[src/rtl/dps_pkg.sv]
package dps_pkg;

  typedef enum logic [4:0] {
    ST_IDLE       = 5'd0,
    ST_BL_REL     = 5'd1,
    ST_DEC_REL    = 5'd2,
    ST_ADDR_EN    = 5'd3,
    ST_DEC_DIS    = 5'd4,
    ST_WORD       = 5'd5,
    ST_SENSE_SLOW = 5'd6,
    ST_SENSE_FAST = 5'd7,
    ST_WORD_REL   = 5'd8,
    ST_SENSE_REL  = 5'd9,
    ST_EQ_ON      = 5'd10,
    ST_DUMMY_REL  = 5'd11,
    ST_EQ_REL     = 5'd12,
    ST_DIS_REL    = 5'd13,
    ST_ADDR_REL   = 5'd14,
    ST_DEC_PRE    = 5'd15,
    ST_DONE       = 5'd16
  } phase_e;

  typedef struct packed {
    logic bl_pre;
    logic dec_pre;
    logic addr_en;
    logic dec_dis;
    logic word;
    logic dummy;
    logic slow;
    logic fast;
    logic eq;
    logic wdrv;
    logic ack;
    logic busy;
  } strobe_t;

  // Strobe levels held during each phase; ordering of phases sets ordering of edges.
  function automatic strobe_t strobes_of(phase_e p, logic is_wr);
    strobe_t s;
    s.bl_pre  = (p == ST_IDLE) || (p == ST_DONE);
    s.dec_pre = (p == ST_IDLE) || (p == ST_BL_REL) || (p == ST_DEC_PRE) || (p == ST_DONE);
    s.addr_en = (p >= ST_ADDR_EN) && (p <= ST_DIS_REL);
    s.dec_dis = (p >= ST_DEC_DIS) && (p <= ST_EQ_REL);
    s.word    = (p >= ST_WORD) && (p <= ST_SENSE_FAST);
    s.dummy   = (p >= ST_WORD) && (p <= ST_EQ_ON);
    s.slow    = (p >= ST_SENSE_SLOW) && (p <= ST_WORD_REL);
    s.fast    = (p >= ST_SENSE_FAST) && (p <= ST_WORD_REL);
    s.eq      = (p >= ST_EQ_ON) && (p <= ST_DUMMY_REL);
    s.wdrv    = is_wr && s.slow;
    s.ack     = (p == ST_DONE);
    s.busy    = (p != ST_IDLE);
    return s;
  endfunction

endpackage

[src/rtl/dps_fsm.sv]
module dps_fsm
  import dps_pkg::*;
#(
  parameter int unsigned T_GAP  = 1,
  parameter int unsigned T_WORD = 4,
  parameter int unsigned T_SLOW = 3,
  parameter int unsigned T_FAST = 3,
  parameter int unsigned T_EQ   = 3
) (
  input  logic    clk,
  input  logic    rst,
  input  logic    req,
  input  logic    is_wr,
  output strobe_t strb_d,
  output strobe_t strb_q,
  output logic    accept,
  output logic    capture,
  output logic    finish
);

  localparam int unsigned T_M1  = (T_GAP > T_WORD) ? T_GAP : T_WORD;
  localparam int unsigned T_M2  = (T_SLOW > T_FAST) ? T_SLOW : T_FAST;
  localparam int unsigned T_M3  = (T_M1 > T_M2) ? T_M1 : T_M2;
  localparam int unsigned T_MAX = (T_M3 > T_EQ) ? T_M3 : T_EQ;
  localparam int unsigned CNT_W = (T_MAX < 2) ? 1 : $clog2(T_MAX);

  phase_e           ph_q, ph_d;
  logic [CNT_W-1:0] cnt_q, cnt_d;
  logic [CNT_W-1:0] last;
  logic [4:0]       ph_inc;

  // Final count value of the phase currently held.
  always_comb begin
    case (ph_q)
      ST_WORD:       last = CNT_W'(T_WORD - 1);
      ST_SENSE_SLOW: last = CNT_W'(T_SLOW - 1);
      ST_SENSE_FAST: last = CNT_W'(T_FAST - 1);
      ST_EQ_ON:      last = CNT_W'(T_EQ - 1);
      ST_IDLE,
      ST_DONE:       last = '0;
      default:       last = CNT_W'(T_GAP - 1);
    endcase
  end

  assign ph_inc = ph_q + 5'd1;

  always_comb begin
    ph_d  = ph_q;
    cnt_d = cnt_q;
    if (ph_q == ST_IDLE) begin
      if (req) begin
        ph_d  = ST_BL_REL;
        cnt_d = '0;
      end
    end else if (cnt_q == last) begin
      cnt_d = '0;
      ph_d  = (ph_q == ST_DONE) ? ST_IDLE : phase_e'(ph_inc);
    end else begin
      cnt_d = cnt_q + 1'b1;
    end
  end

  assign accept  = (ph_q == ST_IDLE) && req;
  assign capture = (ph_q == ST_SENSE_FAST) && (cnt_q == last);
  assign finish  = (ph_d == ST_DONE) && (ph_q != ST_DONE);
  assign strb_d  = strobes_of(ph_d, is_wr);

  always_ff @(posedge clk) begin
    if (rst) begin
      ph_q   <= ST_IDLE;
      cnt_q  <= '0;
      strb_q <= strobes_of(ST_IDLE, 1'b0);
    end else begin
      ph_q   <= ph_d;
      cnt_q  <= cnt_d;
      strb_q <= strb_d;
    end
  end

endmodule

[src/rtl/dps_row_sel.sv]
module dps_row_sel #(
  parameter int unsigned ADDR_W = 7
) (
  input  logic                 clk,
  input  logic                 rst,
  input  logic                 word_d,
  input  logic                 dummy_d,
  input  logic [ADDR_W-1:0]    row,
  output logic [(1<<ADDR_W)-1:0] wl,
  output logic [1:0]           dwl
);

  localparam int unsigned ROWS = 1 << ADDR_W;

  logic [ROWS-1:0] sel;
  logic [1:0]      dsel;

  for (genvar g = 0; g < ROWS; g++) begin : g_row
    assign sel[g] = (row == ADDR_W'(g));
  end

  // Dummy line on the half that does not hold the addressed row.
  for (genvar h = 0; h < 2; h++) begin : g_dummy
    assign dsel[h] = (row[ADDR_W-1] != 1'(h));
  end

  always_ff @(posedge clk) begin
    if (rst) begin
      wl  <= '0;
      dwl <= '0;
    end else begin
      wl  <= word_d  ? sel  : '0;
      dwl <= dummy_d ? dsel : 2'b00;
    end
  end

endmodule

[src/rtl/dps_data.sv]
module dps_data #(
  parameter int unsigned ADDR_W = 7,
  parameter int unsigned DATA_W = 32
) (
  input  logic              clk,
  input  logic              rst,
  input  logic              accept,
  input  logic              capture,
  input  logic              finish,
  input  logic [ADDR_W-1:0] addr,
  input  logic              wr,
  input  logic [DATA_W-1:0] wdata,
  input  logic [DATA_W-1:0] sa_data,
  output logic [ADDR_W-1:0] row_q,
  output logic              we_q,
  output logic [DATA_W-1:0] wdata_q,
  output logic [DATA_W-1:0] rd_q
);

  logic [DATA_W-1:0] cap_q;

  always_ff @(posedge clk) begin
    if (rst) begin
      row_q   <= '0;
      we_q    <= 1'b0;
      wdata_q <= '0;
      cap_q   <= '0;
      rd_q    <= '0;
    end else begin
      if (accept) begin
        row_q   <= addr;
        we_q    <= wr;
        wdata_q <= wdata;
      end
      if (capture) cap_q <= sa_data;
      if (finish)  rd_q  <= cap_q;
    end
  end

endmodule

[src/rtl/dram_phase_seq.sv]
module dram_phase_seq
  import dps_pkg::*;
#(
  parameter int unsigned ADDR_W = 7,
  parameter int unsigned DATA_W = 32,
  parameter int unsigned T_GAP  = 1,
  parameter int unsigned T_WORD = 4,
  parameter int unsigned T_SLOW = 3,
  parameter int unsigned T_FAST = 3,
  parameter int unsigned T_EQ   = 3
) (
  input  logic                   clk,
  input  logic                   rst,
  input  logic                   req,
  input  logic                   wr,
  input  logic [ADDR_W-1:0]      addr,
  input  logic [DATA_W-1:0]      wdata,
  input  logic [DATA_W-1:0]      sa_data,
  output logic                   ack,
  output logic                   busy,
  output logic [DATA_W-1:0]      rd_data,
  output logic                   bl_pre,
  output logic                   dec_pre,
  output logic                   addr_en,
  output logic                   dec_dis,
  output logic                   wl_pulse,
  output logic [(1<<ADDR_W)-1:0] wl,
  output logic [1:0]             dwl,
  output logic                   sense_slow,
  output logic                   sense_fast,
  output logic                   eq,
  output logic                   wr_drv,
  output logic [DATA_W-1:0]      wr_data
);

  localparam int unsigned ROWS = 1 << ADDR_W;

  strobe_t           strb_d, strb_q;
  logic              accept, capture, finish;
  logic [ADDR_W-1:0] row_q;
  logic              we_q;

  dps_fsm #(
    .T_GAP (T_GAP),
    .T_WORD(T_WORD),
    .T_SLOW(T_SLOW),
    .T_FAST(T_FAST),
    .T_EQ  (T_EQ)
  ) i_fsm (
    .clk    (clk),
    .rst    (rst),
    .req    (req),
    .is_wr  (we_q),
    .strb_d (strb_d),
    .strb_q (strb_q),
    .accept (accept),
    .capture(capture),
    .finish (finish)
  );

  dps_data #(
    .ADDR_W(ADDR_W),
    .DATA_W(DATA_W)
  ) i_data (
    .clk    (clk),
    .rst    (rst),
    .accept (accept),
    .capture(capture),
    .finish (finish),
    .addr   (addr),
    .wr     (wr),
    .wdata  (wdata),
    .sa_data(sa_data),
    .row_q  (row_q),
    .we_q   (we_q),
    .wdata_q(wr_data),
    .rd_q   (rd_data)
  );

  dps_row_sel #(
    .ADDR_W(ADDR_W)
  ) i_rows (
    .clk    (clk),
    .rst    (rst),
    .word_d (strb_d.word),
    .dummy_d(strb_d.dummy),
    .row    (row_q),
    .wl     (wl),
    .dwl    (dwl)
  );

  assign bl_pre     = strb_q.bl_pre;
  assign dec_pre    = strb_q.dec_pre;
  assign addr_en    = strb_q.addr_en;
  assign dec_dis    = strb_q.dec_dis;
  assign wl_pulse   = strb_q.word;
  assign sense_slow = strb_q.slow;
  assign sense_fast = strb_q.fast;
  assign eq         = strb_q.eq;
  assign wr_drv     = strb_q.wdrv;
  assign ack        = strb_q.ack;
  assign busy       = strb_q.busy;

endmodule

[config.mk]
export PLATFORM = sky130hd
export DESIGN_NAME = dram_phase_seq
export DESIGN_NICKNAME = d
export VERILOG_FILES = /design/src/rtl/dps_pkg.sv /design/src/rtl/dps_fsm.sv /design/src/rtl/dps_row_sel.sv /design/src/rtl/dps_data.sv /design/src/rtl/dram_phase_seq.sv
export SDC_FILE = /design/constraint.sdc
export NUM_CORES = 1
export LEC_CHECK = 0
export BUFFER_PORTS_ARGS = -buffer_cell sky130_fd_sc_hd__buf_2
export CAP_MARGIN = 20
export CORE_MARGIN = 2
export CORE_UTILIZATION = 38
export DETAILED_ROUTE_END_ITERATION = 12
export HOLD_SLACK_MARGIN = 0.1
export PLACE_DENSITY = 0.64
export SYNTH_ARGS = -nofsm -noshare
export SYNTH_HDL_FRONTEND = slang
export SYNTH_SLANG_ARGS = --single-unit
[constraint.sdc]
create_clock -name clk -period 3.3 [get_ports clk]
set_clock_uncertainty 0.1 [all_clocks]
set_input_delay 0.99 -clock clk [delete_from_list [all_inputs] [get_ports clk]]
set_output_delay 0.99 -clock clk [all_outputs]
set_load 0.05 [all_outputs]
==> results of run 1 <==
cells in the final DEF, fill, tap and decap left out, types with 2 or more instances in the layout:
master,Yosys,final
buf_2,3,278
buf_4,0,18
ha_1,4,4
clkbuf_8,0,3
nor2b_1,5,5
buf_12,0,4
nand3_1,17,15
dfxtp_1,252,252
clkbuf_1,47,7
clkinv_2,0,4
nor4b_1,2,2
xnor2_1,2,2
nand2b_1,67,67
nand2_1,161,161
a21boi_0,3,3
a211o_1,3,3
inv_1,3,3
nand4_1,5,5
or3_1,4,4
nor2_1,148,148
o21ai_0,8,7
clkinvlp_4,0,4
a31oi_1,2,2
and3_1,3,3
a21oi_1,82,82
mux2i_1,32,32
or2_2,3,3
clkbuf_16,0,27
nor3_1,5,5
nand4b_1,3,3
nand3_2,0,2
nor3b_1,5,5
bufinv_16,0,3
synthesized netlist by cell type, types with 4 or more instances:
master      n
mux2i_1    32
nand3_1    17
o21ai_0     8
nor3_1      5
a21oi_1    82
nand4_1     5
clkbuf_1   47
nor2b_1     5
nand2b_1   67
dfxtp_1   252
or3_1       4
nand2_1   161
ha_1        4
nor2_1    148
nor3b_1     5
worst max-delay path by stage:
stage                                   from                            to  cells after the start
floorplan           i_fsm.ph_q[3]$_SDFF_PP0_      i_rows.wl[15]$_SDFF_PP0_                      9
global placement    i_fsm.ph_q[1]$_SDFF_PP0_  i_data.rd_q[25]$_SDFFE_PP0P_                     10
detailed placement  i_fsm.ph_q[1]$_SDFF_PP0_  i_data.rd_q[23]$_SDFFE_PP0P_                     10
CTS                 i_fsm.ph_q[1]$_SDFF_PP0_  i_data.rd_q[23]$_SDFFE_PP0P_                     10
global route        i_fsm.ph_q[1]$_SDFF_PP0_  i_data.rd_q[23]$_SDFFE_PP0P_                     10
finish              i_fsm.ph_q[0]$_SDFF_PP0_  i_data.rd_q[23]$_SDFFE_PP0P_                     10
report_power, final:
| group | leakage, nW | switching, mW | internal, mW |
|---|---|---|---|
| clock network | 0.436 | 1.23 | 1.83 |
| logic | 2.23 | 1.16 | 0.487 |
| registers | 2.04 | 0.101 | 3.20 |
per-layer routing:
metal | wire length, um | share of wire
met5 | 0 | 0
met4 | 626 | 0.028
met3 | 1180 | 0.054
met2 | 11000 | 0.50
met1 | 9290 | 0.42
state kept, by name, indices dropped and copies added, names as in the netlist:
signal / count
i_data.cap_q: 32
i_data.rd_q: 32
i_data.row_q: 7
i_data.wdata_q: 32
i_data.we_q: 1
i_fsm.cnt_q: 2
i_fsm.ph_q: 5
i_fsm.strb_q: 11
i_rows.dwl: 2
i_rows.wl: 128
critical path, delay by kind of cell (launching register included):
family | cells | cell delay [ns]
buffers and inverters | 2 | 0.39
AND/OR/NAND/NOR | 4 | 1.00
multiplexers | 1 | 0.24
adder cells (fa/ha/maj) | 1 | 0.24
flip-flops | 1 | 0.43
AO/OA/AOI/OAI | 2 | 0.57
cell families (layout without fill, tap and decap cells):
group	Yosys count	in the layout	share of synthesized area
mux	32	32	0.0390
simple gates	437	437	0.241
fa+ha+maj	4	4	0.00610
xor+xnor	2	2	0.00214
compound gates	107	107	0.0714
buf+inv	54	353	0.0252
flops	252	252	0.615
final cells by class:
| type | instances | area, um2 | share of cell area |
|---|---|---|---|
| Inverter | 3 | 11.3 | 0.00103 |
| Sequential cell | 252 | 5040 | 0.463 |
| Timing Repair Buffer | 300 | 1610 | 0.147 |
| Clock buffer | 37 | 743 | 0.0682 |
| Tap cell | 275 | 344 | 0.0316 |
| Multi-Input combinational cell | 582 | 2980 | 0.273 |
| Clock inverter | 13 | 169 | 0.0155 |
what timing repair did:
item / in CTS / in global routing
setup endpoints to repair: 0 / 32
resized for setup: 0 / 4
hold buffers: 0 / 0
==> results.md, run 1 <==
* DR WL/cell at 15.1 um
* Final core occ at 0.517
* Leakage at 4.70 nW
* Number of synthesized register bits at 252
* Peak supply drop at 504 uV
* Share of the synthesized area in the top cell type at 0.615
* Vias per cell at 4.60
* Fmax achieved at 325 MHz
* Max incr delay on CP at 0.43 ns
* CP Max Fanout at 32
* Post-layout min period at 3.08 ns
* Hold Path End: i_data.wdata_q[14]$_SDFFE_PP0P_
* M2 GR Usage at 0.316
* Status: finished clean
* Pwr dens at 735 nW/um2
* Die H at 151 um
* Cells along the critical path: inv_1 > ha_1 > nor3_1 > o221ai_1 > and3_1 > a31oi_1 > nand3_1 > nor3_4 > buf_12 > mux2i_1
* Synthesized area at 8200 um2
* Cell count after synthesis at 888
* Unrepaired setup endpoints after global routing: false
* Remaining DRCs at 0
* Clock Pin Slew Worst Setup and Hold Paths at 0.06 ns
* Fill count at 2,005
* Fin. Hold Viols at 0
* Max Cap Viol at 0
* WS Path Type: register to register
* TritonCTS clock tree: yes
* Worst hold path stage count at 2
* First-pass GRT wire length at 32,600 um
* Final Hold Slack at 0.351 ns
* Die width at 151 um
* Clk_lat worst skew at 0.53 ns
* Mean post-synth cell area at 9.24 um2
* Inst Count DP at 1,412
* Cell Area, Placed at 9970 um2
* Area delta synth->final at 32.9%
* Final TNS setup at 0 ns
* Row count at 53
* Gr usage total at 0.180
* Final worst slack at 0.220 ns
* Core ar. at 21,100 um2
* H-Tree Depth at 1
* Hold_sp: i_data.wdata_q[14]$_SDFFE_PP0P_
* Layout Nets at 1,245
* Top post-synthesis cells by area: dfxtp_1 61%, nand2_1 7.4%, nor2_1 6.8%, nand2b_1 5.1%, a21oi_1 5.0%
* Slew Viols, Final at 0
* R2r setup slk at 0.22 ns
* 1st-iter DRT viols at 324
* Relative slew slack at 0.435
* Met1 GRT Util at 0.222
* TritonRoute pass-1 iters at 4
* Ant diodes at 0
* Startpoint Class: register
* Reg2reg end: i_data.rd_q[23]$_SDFFE_PP0P_
* Seq/Total Area, Yosys at 0.615
* Worst-margin pin slew at 0.847 ns
* Layout cell share with drive strength beyond 1 at 0.297
* Vias at 6,722
* Antenna violations before repair at 0
* Setup Fix Bufs, Post-CTS at 0
* CTS sink count at 252
* Dpl hpwl at 15,000 um
* Die area at 22,800 um2
* CP required at 3.64 ns
* Num CTS Buffers at 27
* Number of synthesis warnings at 0
* EDFF count, synth at 0
* I/O Buffers at 279
* Total wire length at 22,100 um
* Worst hold path type: register to register
* Slowest stage cell, crit path: dfxtp_1
* Boundary pin count at 280
* Tot Pwr at 8.01 mW
* Largest net degree at the start of global routing at 106
* Worst R2R Path Depth at 10
* Ys flop type: dfxtp_1
* Worst Path Arrival at 3.42 ns
* Worst slack at placement at 0.150 ns
* Synthesized Nets at 967
* Tcrit/Tclk final at 0.933
* Total congestion overflow at 0
* CP Capture Type: register
* Met3 usage at 0.0325
* Fraction of registers with async set/reset at 0
* Cell taking the most area after synthesis: dfxtp_1
* Vias in the first global route at 6,088
* Design area at 10,900 um2
* Post-Layout Cell Count at 1,462
* # setup viols final at 0
* CTS max path bufs at 3
* Worst r2r src: i_fsm.ph_q[0]$_SDFF_PP0_
* Unique masters post-synth at 43
* Clock root buffer: clkbuf_16
* GRT Max-Usage Layer: met2
* Initial Util at 0.389
* Routed Antenna Nets at 0
* Gpl congestion at 0.821
No activity file was read; power rests on OpenSTA's default activity.
==> inputs of run 2 (changes only) <==
Settings changed: CORE_MARGIN 2 to 8, PLACE_DENSITY 0.64 to 0.75.
==> results.md, run 2 (synthesized netlist as in run 1, its figures left out) <==
* Relative slew slack at 0.410 (-0.0256)
* Die H at 163 um (+8.0%)
* Antenna violations before repair at 1 (+1)
* Tot Pwr at 8.06 mW (+0.71%)
* Largest net degree at the start of global routing at 75 (-29%)
* CP Capture Type: register
* Peak supply drop at 469 uV (-6.9%)
* Crit-path most repeated cell: buf_4
* Post-layout min period at 3.06 ns (-0.0224 ns)
* Slowest stage cell, crit path: or3_1
* Boundary pin count at 280 (unchanged)
* Vias per cell at 4.72 (+2.8%)
* TritonCTS clock tree: yes
* CP bufs+invs at 3 (+1)
* Reg with most FFs: i_rows.wl
* First-pass GRT wire length at 36,900 um (+13%)
* Design area at 10,900 um2 (+0.31%)
* Remaining DRCs at 0 (unchanged)
* Worst Path Arrival at 3.40 ns (-0.02 ns)
* Met3 usage at 0.0341 (+0.00160)
* Area delta synth->final at 33.3%
* Clock Pin Slew Worst Setup and Hold Paths at 0.06 ns (about the same)
* Pwr dens at 738 nW/um2 (+0.40%)
* Gr usage total at 0.173 (-0.00676)
* Met1 GRT Util at 0.207 (-0.0151)
* CTS sink count at 252 (unchanged)
* Cells along the critical path: inv_1 > ha_1 > nor3_2 > o221ai_2 > and3_1 > or3_1 > nor4_4 > buf_4 > nand4b_1 > buf_4 > nor2_1
* Initial Util at 0.389 (unchanged)
* Die area at 26,500 um2 (+17%)
* Total congestion overflow at 0 (unchanged)
* DR WL/cell at 16.8 um (+11%)
* Vias in the first global route at 6,670 (+9.6%)
* Gpl congestion at 0.910 (+11%)
* Commonest non-fill, non-tap cell in the layout: buf_2
* Fin. Hold Viols at 0 (unchanged)
* Core ar. at 21,100 um2 (unchanged)
* I/O Buffers at 279 (unchanged)
* Row count at 53 (unchanged)
* # setup viols final at 0 (unchanged)
* Startpoint Class: register
* Clk_lat worst skew at 0.53 ns (about the same)
* Tcrit/Tclk final at 0.927 (-0.00677)
* H-Tree Depth at 1 (unchanged)
* GRT Max-Usage Layer: met2
* Slew Viols, Final at 0 (unchanged)
* Layout Nets at 1,247 (+0.16%)
* Worst hold path type: register to register
* Worst-margin pin slew at 0.882 ns (+0.0353 ns)
* 1st-iter DRT viols at 411 (+27%)
* CTS max path bufs at 3 (unchanged)
* CP Max Fanout at 16 (-50%)
* Vias at 6,912 (+2.8%)
* Cell Area, Placed at 9970 um2 (about the same)
* Status: finished clean
* Highest-count cells in the layout ignoring fill and taps: 278 x buf_2, 252 x dfxtp_1, 160 x nand2_1, 148 x nor2_1, 82 x a21oi_1
* Routed Antenna Nets at 0 (unchanged)
* Leakage at 4.74 nW (+0.75%)
* Die width at 163 um (+8.0%)
* Clock root buffer: clkbuf_16
* TritonRoute pass-1 iters at 5 (+1)
* CP required at 3.64 ns (about the same)
* Final worst slack at 0.242 ns (+0.0224 ns)
* Num CTS Buffers at 26 (-3.7%)
* Worst slack at placement at 0.0961 ns (-0.0544 ns)
* Max incr delay on CP at 0.43 ns (about the same)
* Dpl hpwl at 17,200 um (+14%)
* M2 GR Usage at 0.299 (-0.0170)
* Top Family by Delay on Critical Path: simple AND/OR/NAND/NOR gates
* Max FFs per register at 128 (unchanged)
* Total wire length at 24,500 um (+11%)
* Layout cell share with drive strength beyond 1 at 0.307 (+0.0101)
* WS Path Type: register to register
* Fmax achieved at 327 MHz (+0.73%)
* Max Cap Viol at 0 (unchanged)
-- run 2: layout make-up --
cell class	count	area [um2]
inverter	3	11.3
sequential	252	5040
multi-input combinational	582	3020
timing repair buffer	303	1600
fill	1936	10200
antenna	1	2.50
clock buffer	31	689
clock inverter	16	220
tap	275	344
-- run 2: metal layers --
layer | vias up | routed length [um]
li1 | 3436 | -
met1 | 3184 | 9920
met2 | 237 | 12100
met3 | 55 | 1480
met4 | 0 | 993
met5 | - | 0
-- run 2: path summary, 6_finish.rpt --
| path | end | slack (ns) | startpoint | depth (start not counted) |
|---|---|---|---|---|
| hold reg to reg | i_data.wdata_q[28]$_SDFFE_PP0P_ | 0.35 | i_data.wdata_q[28]$_SDFFE_PP0P_ | 2 |
| setup reg to reg | i_rows.wl[13]$_SDFF_PP0_ | 0.24 | i_fsm.ph_q[1]$_SDFF_PP0_ | 11 |
| setup / recovery | i_rows.wl[13]$_SDFF_PP0_ | 0.24 | i_fsm.ph_q[1]$_SDFF_PP0_ | 11 |
| hold / removal | i_data.wdata_q[28]$_SDFFE_PP0P_ | 0.35 | i_data.wdata_q[28]$_SDFFE_PP0P_ | 2 |
-- run 2: where the power goes --
group          switching (mW)  internal, mW
Combinational            1.20         0.480
Sequential              0.105          3.20
Clock                    1.20          1.88
-- run 2: timing repair --
action,4_1_cts,5_1_grt
endpoints found under the setup margin,0,154
hold endpoints to repair,0,0
resized for setup,0,9
setup buffers,0,1
hold buffers,0,0
-- run 2: worst min-delay path, delay by kind of cell (launching register included) --
family | cells | cell delay (ns)
and+or+nand+nor | 1 | 0.05
DFF | 1 | 0.31
AOI/OAI and AO/OA | 1 | 0.05
-- run 2: through the flow --
stage                     setup TNS, ns   util  instances  hold WS, ns
after floorplan                       0      -        888        0.332
after detailed placement              0  0.473       1414        0.346
final                                 0  0.518       1463        0.352
after global routing          -0.000415  0.518       1463        0.369
after global placement                0  0.473       1414        0.338
after CTS                             0  0.516       1461        0.354
==> inputs of run 3 (changes only) <==
Settings changed: REMOVE_ABC_BUFFERS set to 1, SYNTH_HIERARCHICAL set to 1.
==> results.md, run 3 <==
* Remaining DRCs at 0 (unchanged)
* CP Max Fanout at 8 (-8)
* R2r setup slk at 0.03 ns (-0.21 ns)
* Layout Nets at 1,143 (-8.3%)
* Hold buffers post-CTS at 0 (unchanged)
* Gpl congestion at 0.876 (-3.8%)
* Die width at 167 um (+2.5%)
* Final worst slack at 0.0330 ns (-0.209 ns)
* TritonRoute pass-1 iters at 7 (+2)
* Slew Viols, Final at 0 (unchanged)
* Worst slack at placement at -0.276 ns (-0.372 ns)
* Clk_lat worst skew at 0.53 ns (about the same)
* # setup viols final at 0 (unchanged)
* Reg with most FFs: i_rows/wl
* Initial Util at 0.385 (-0.00367)
* Synthesized area at 8670 um2 (+5.7%)
* Gr usage total at 0.162 (-0.0113)
* Worst hold path type: register to register
* Multi-input gate area at 3190 um2 (+5.8%)
* Largest net degree at the start of global routing at 61 (-19%)
* CP bufs+invs at 2 (-1)
* Die area at 27,900 um2 (+5.1%)
* Design area at 11,600 um2 (+5.8%)
* Clock Pin Slew Worst Setup and Hold Paths at 0.06 ns (about the same)
* Ant diodes at 0 (-1)
* TritonCTS clock tree: yes
* Status: finished clean
* Highest-count cells in the layout ignoring fill and taps: 278 x buf_2, 250 x dfxtp_1, 120 x nor2_1, 104 x mux2i_1, 98 x nor3_1
* Die H at 167 um (+2.5%)
* Peak supply drop at 459 uV (-2.2%)
* CTS sink count at 252 (unchanged)
* Cell count after synthesis at 776 (-13%)
* Tot Pwr at 7.93 mW (-1.7%)
* Dpl hpwl at 15,600 um (-9.2%)
* Core ar. at 22,500 um2 (+6.7%)
* Unrepaired setup endpoints after global routing: true
* Row count at 55 (+3.8%)
* Final Hold Slack at 0.387 ns (+0.0351 ns)
* Max Cap Viol at 0 (unchanged)
* Max FFs per register at 128 (unchanged)
* Fin. Hold Viols at 0 (unchanged)
* Layout cell share with drive strength beyond 1 at 0.416 (+0.108)
* Total wire length at 23,900 um (-2.3%)
* Relative slew slack at 0.423 (+0.0132)
* Post-layout min period at 3.27 ns (+0.209 ns)
* Slowest stage cell, crit path: or4b_4
* DR WL/cell at 17.5 um (+4.5%)
* Num CTS Buffers at 25 (-3.8%)
* Clock root buffer: clkbuf_16
* Vias at 6,625 (-4.2%)
* Crit-path most repeated cell: nor3_2
* CTS max path bufs at 3 (unchanged)
* CP Capture Type: register
* Worst Path Arrival at 3.60 ns (+0.20 ns)
* H-Tree Depth at 1 (unchanged)
* CP required at 3.63 ns (about the same)
* Total congestion overflow at 0 (unchanged)
* I/O Buffers at 279 (unchanged)
* Vias in the first global route at 6,818 (+2.2%)
* Vias per cell at 4.85 (+2.6%)
* Top Family by Delay on Critical Path: simple AND/OR/NAND/NOR gates
* Fmax achieved at 306 MHz (-6.4%)
* Pwr dens at 686 nW/um2 (-7.1%)
* Max incr delay on CP at 0.59 ns (+0.16 ns)
* Number of synthesis warnings at 6 (+6)
* Register area at 5050 um2 (about the same)
* Fill count at 1,936 (unchanged)
* First-pass GRT wire length at 37,300 um (+1.2%)
* Area delta synth->final at 33.3% (about the same)
* 1st-iter DRT viols at 373 (-9.2%)
* Startpoint Class: register
* Mean post-synth cell area at 11.2 um2 (+21%)
* Cells along the critical path: buf_6 > ha_4 > or3_4 > a22oi_2 > nand2_2 > o41a_1 > nor3_2 > o21ai_1 > nor2_1 > or4b_4 > clkbuf_16 > nor3_2
* Final TNS setup at 0 ns (unchanged)
* Antenna violations before repair at 1 (unchanged)
* Worst-margin pin slew at 0.866 ns (-0.0167 ns)
* Cell Area, Placed at 10,200 um2 (+2.6%)
* Routed Antenna Nets at 0 (unchanged)
* Boundary pin count at 280 (unchanged)
* Leakage at 5.15 nW (+8.8%)
* WS Path Type: register to register
* Commonest non-fill, non-tap cell in the layout: buf_2
* Tcrit/Tclk final at 0.990 (+0.0633)
## run 3: cell types whose count changed in the layout (fill, tap and decap cells not counted), sizes merged, moves of 6 or more
cell | previous run | this run
buf | 303 | 332
nor3 | 6 | 134
inv | 3 | 9
nor2 | 148 | 121
clkinv | 11 | 5
nand2b | 67 | 3
a21oi | 82 | 5
mux2i | 32 | 104
nand2 | 161 | 6
nand3 | 17 | 6
## run 3: stage by stage
step | utilization | cells
after global placement | 0.454 | 1305
after global routing | 0.514 | 1367
after CTS | 0.501 | 1356
final | 0.514 | 1367
after floorplan | - | 702
after detailed placement | 0.454 | 1305
## run 3: per-layer routing
layer  vias up  wire [um]  GRT usage
met5         -          8          0
met4         2        565     0.0439
met3        49       2820     0.0761
met2       307      10800      0.273
met1      3051       9700      0.181
li1       3216          -          -
## run 3: area by class of cell
class / count / share of cell area
tap: 285 / 0.0308
clock buffer: 26 / 0.0553
inverter: 6 / 0.00195
timing repair buffer: 335 / 0.175
multi-input combinational: 444 / 0.276
sequential: 252 / 0.437
clock inverter: 19 / 0.0245
## run 3: repair_timing
item,4_1_cts,5_1_grt
setup endpoints to repair,64,92
endpoints found under the hold margin,0,0
gates resized for setup,10,40
pin swaps,7,44
gates cloned,3,3
buffers inserted,3,10
## run 3: final timing paths
kind,depth (start not counted),end,startpoint
setup / recovery,12,i_rows/wl[72]$_SDFF_PP0_,i_fsm/ph_q[0]$_SDFF_PP0_
hold / removal,2,i_data/wdata_q[28]$_SDFFE_PP0P_,i_data/wdata_q[28]$_SDFFE_PP0P_
setup reg to reg,12,i_rows/wl[72]$_SDFF_PP0_,i_fsm/ph_q[0]$_SDFF_PP0_
hold reg to reg,2,i_data/wdata_q[28]$_SDFFE_PP0P_,i_data/wdata_q[28]$_SDFFE_PP0P_
## run 3: power by group
part	switching [mW]	internal, mW
Clock	1.24	1.90
Sequential	0.0776	3.16
Combinational	0.981	0.564
## run 3: tightest hold or removal path, cell delays in order, from the launching register on
cell	delay, ns
dfxtp_1	0.32
mux2i_1	0.06
nor2_1	0.07
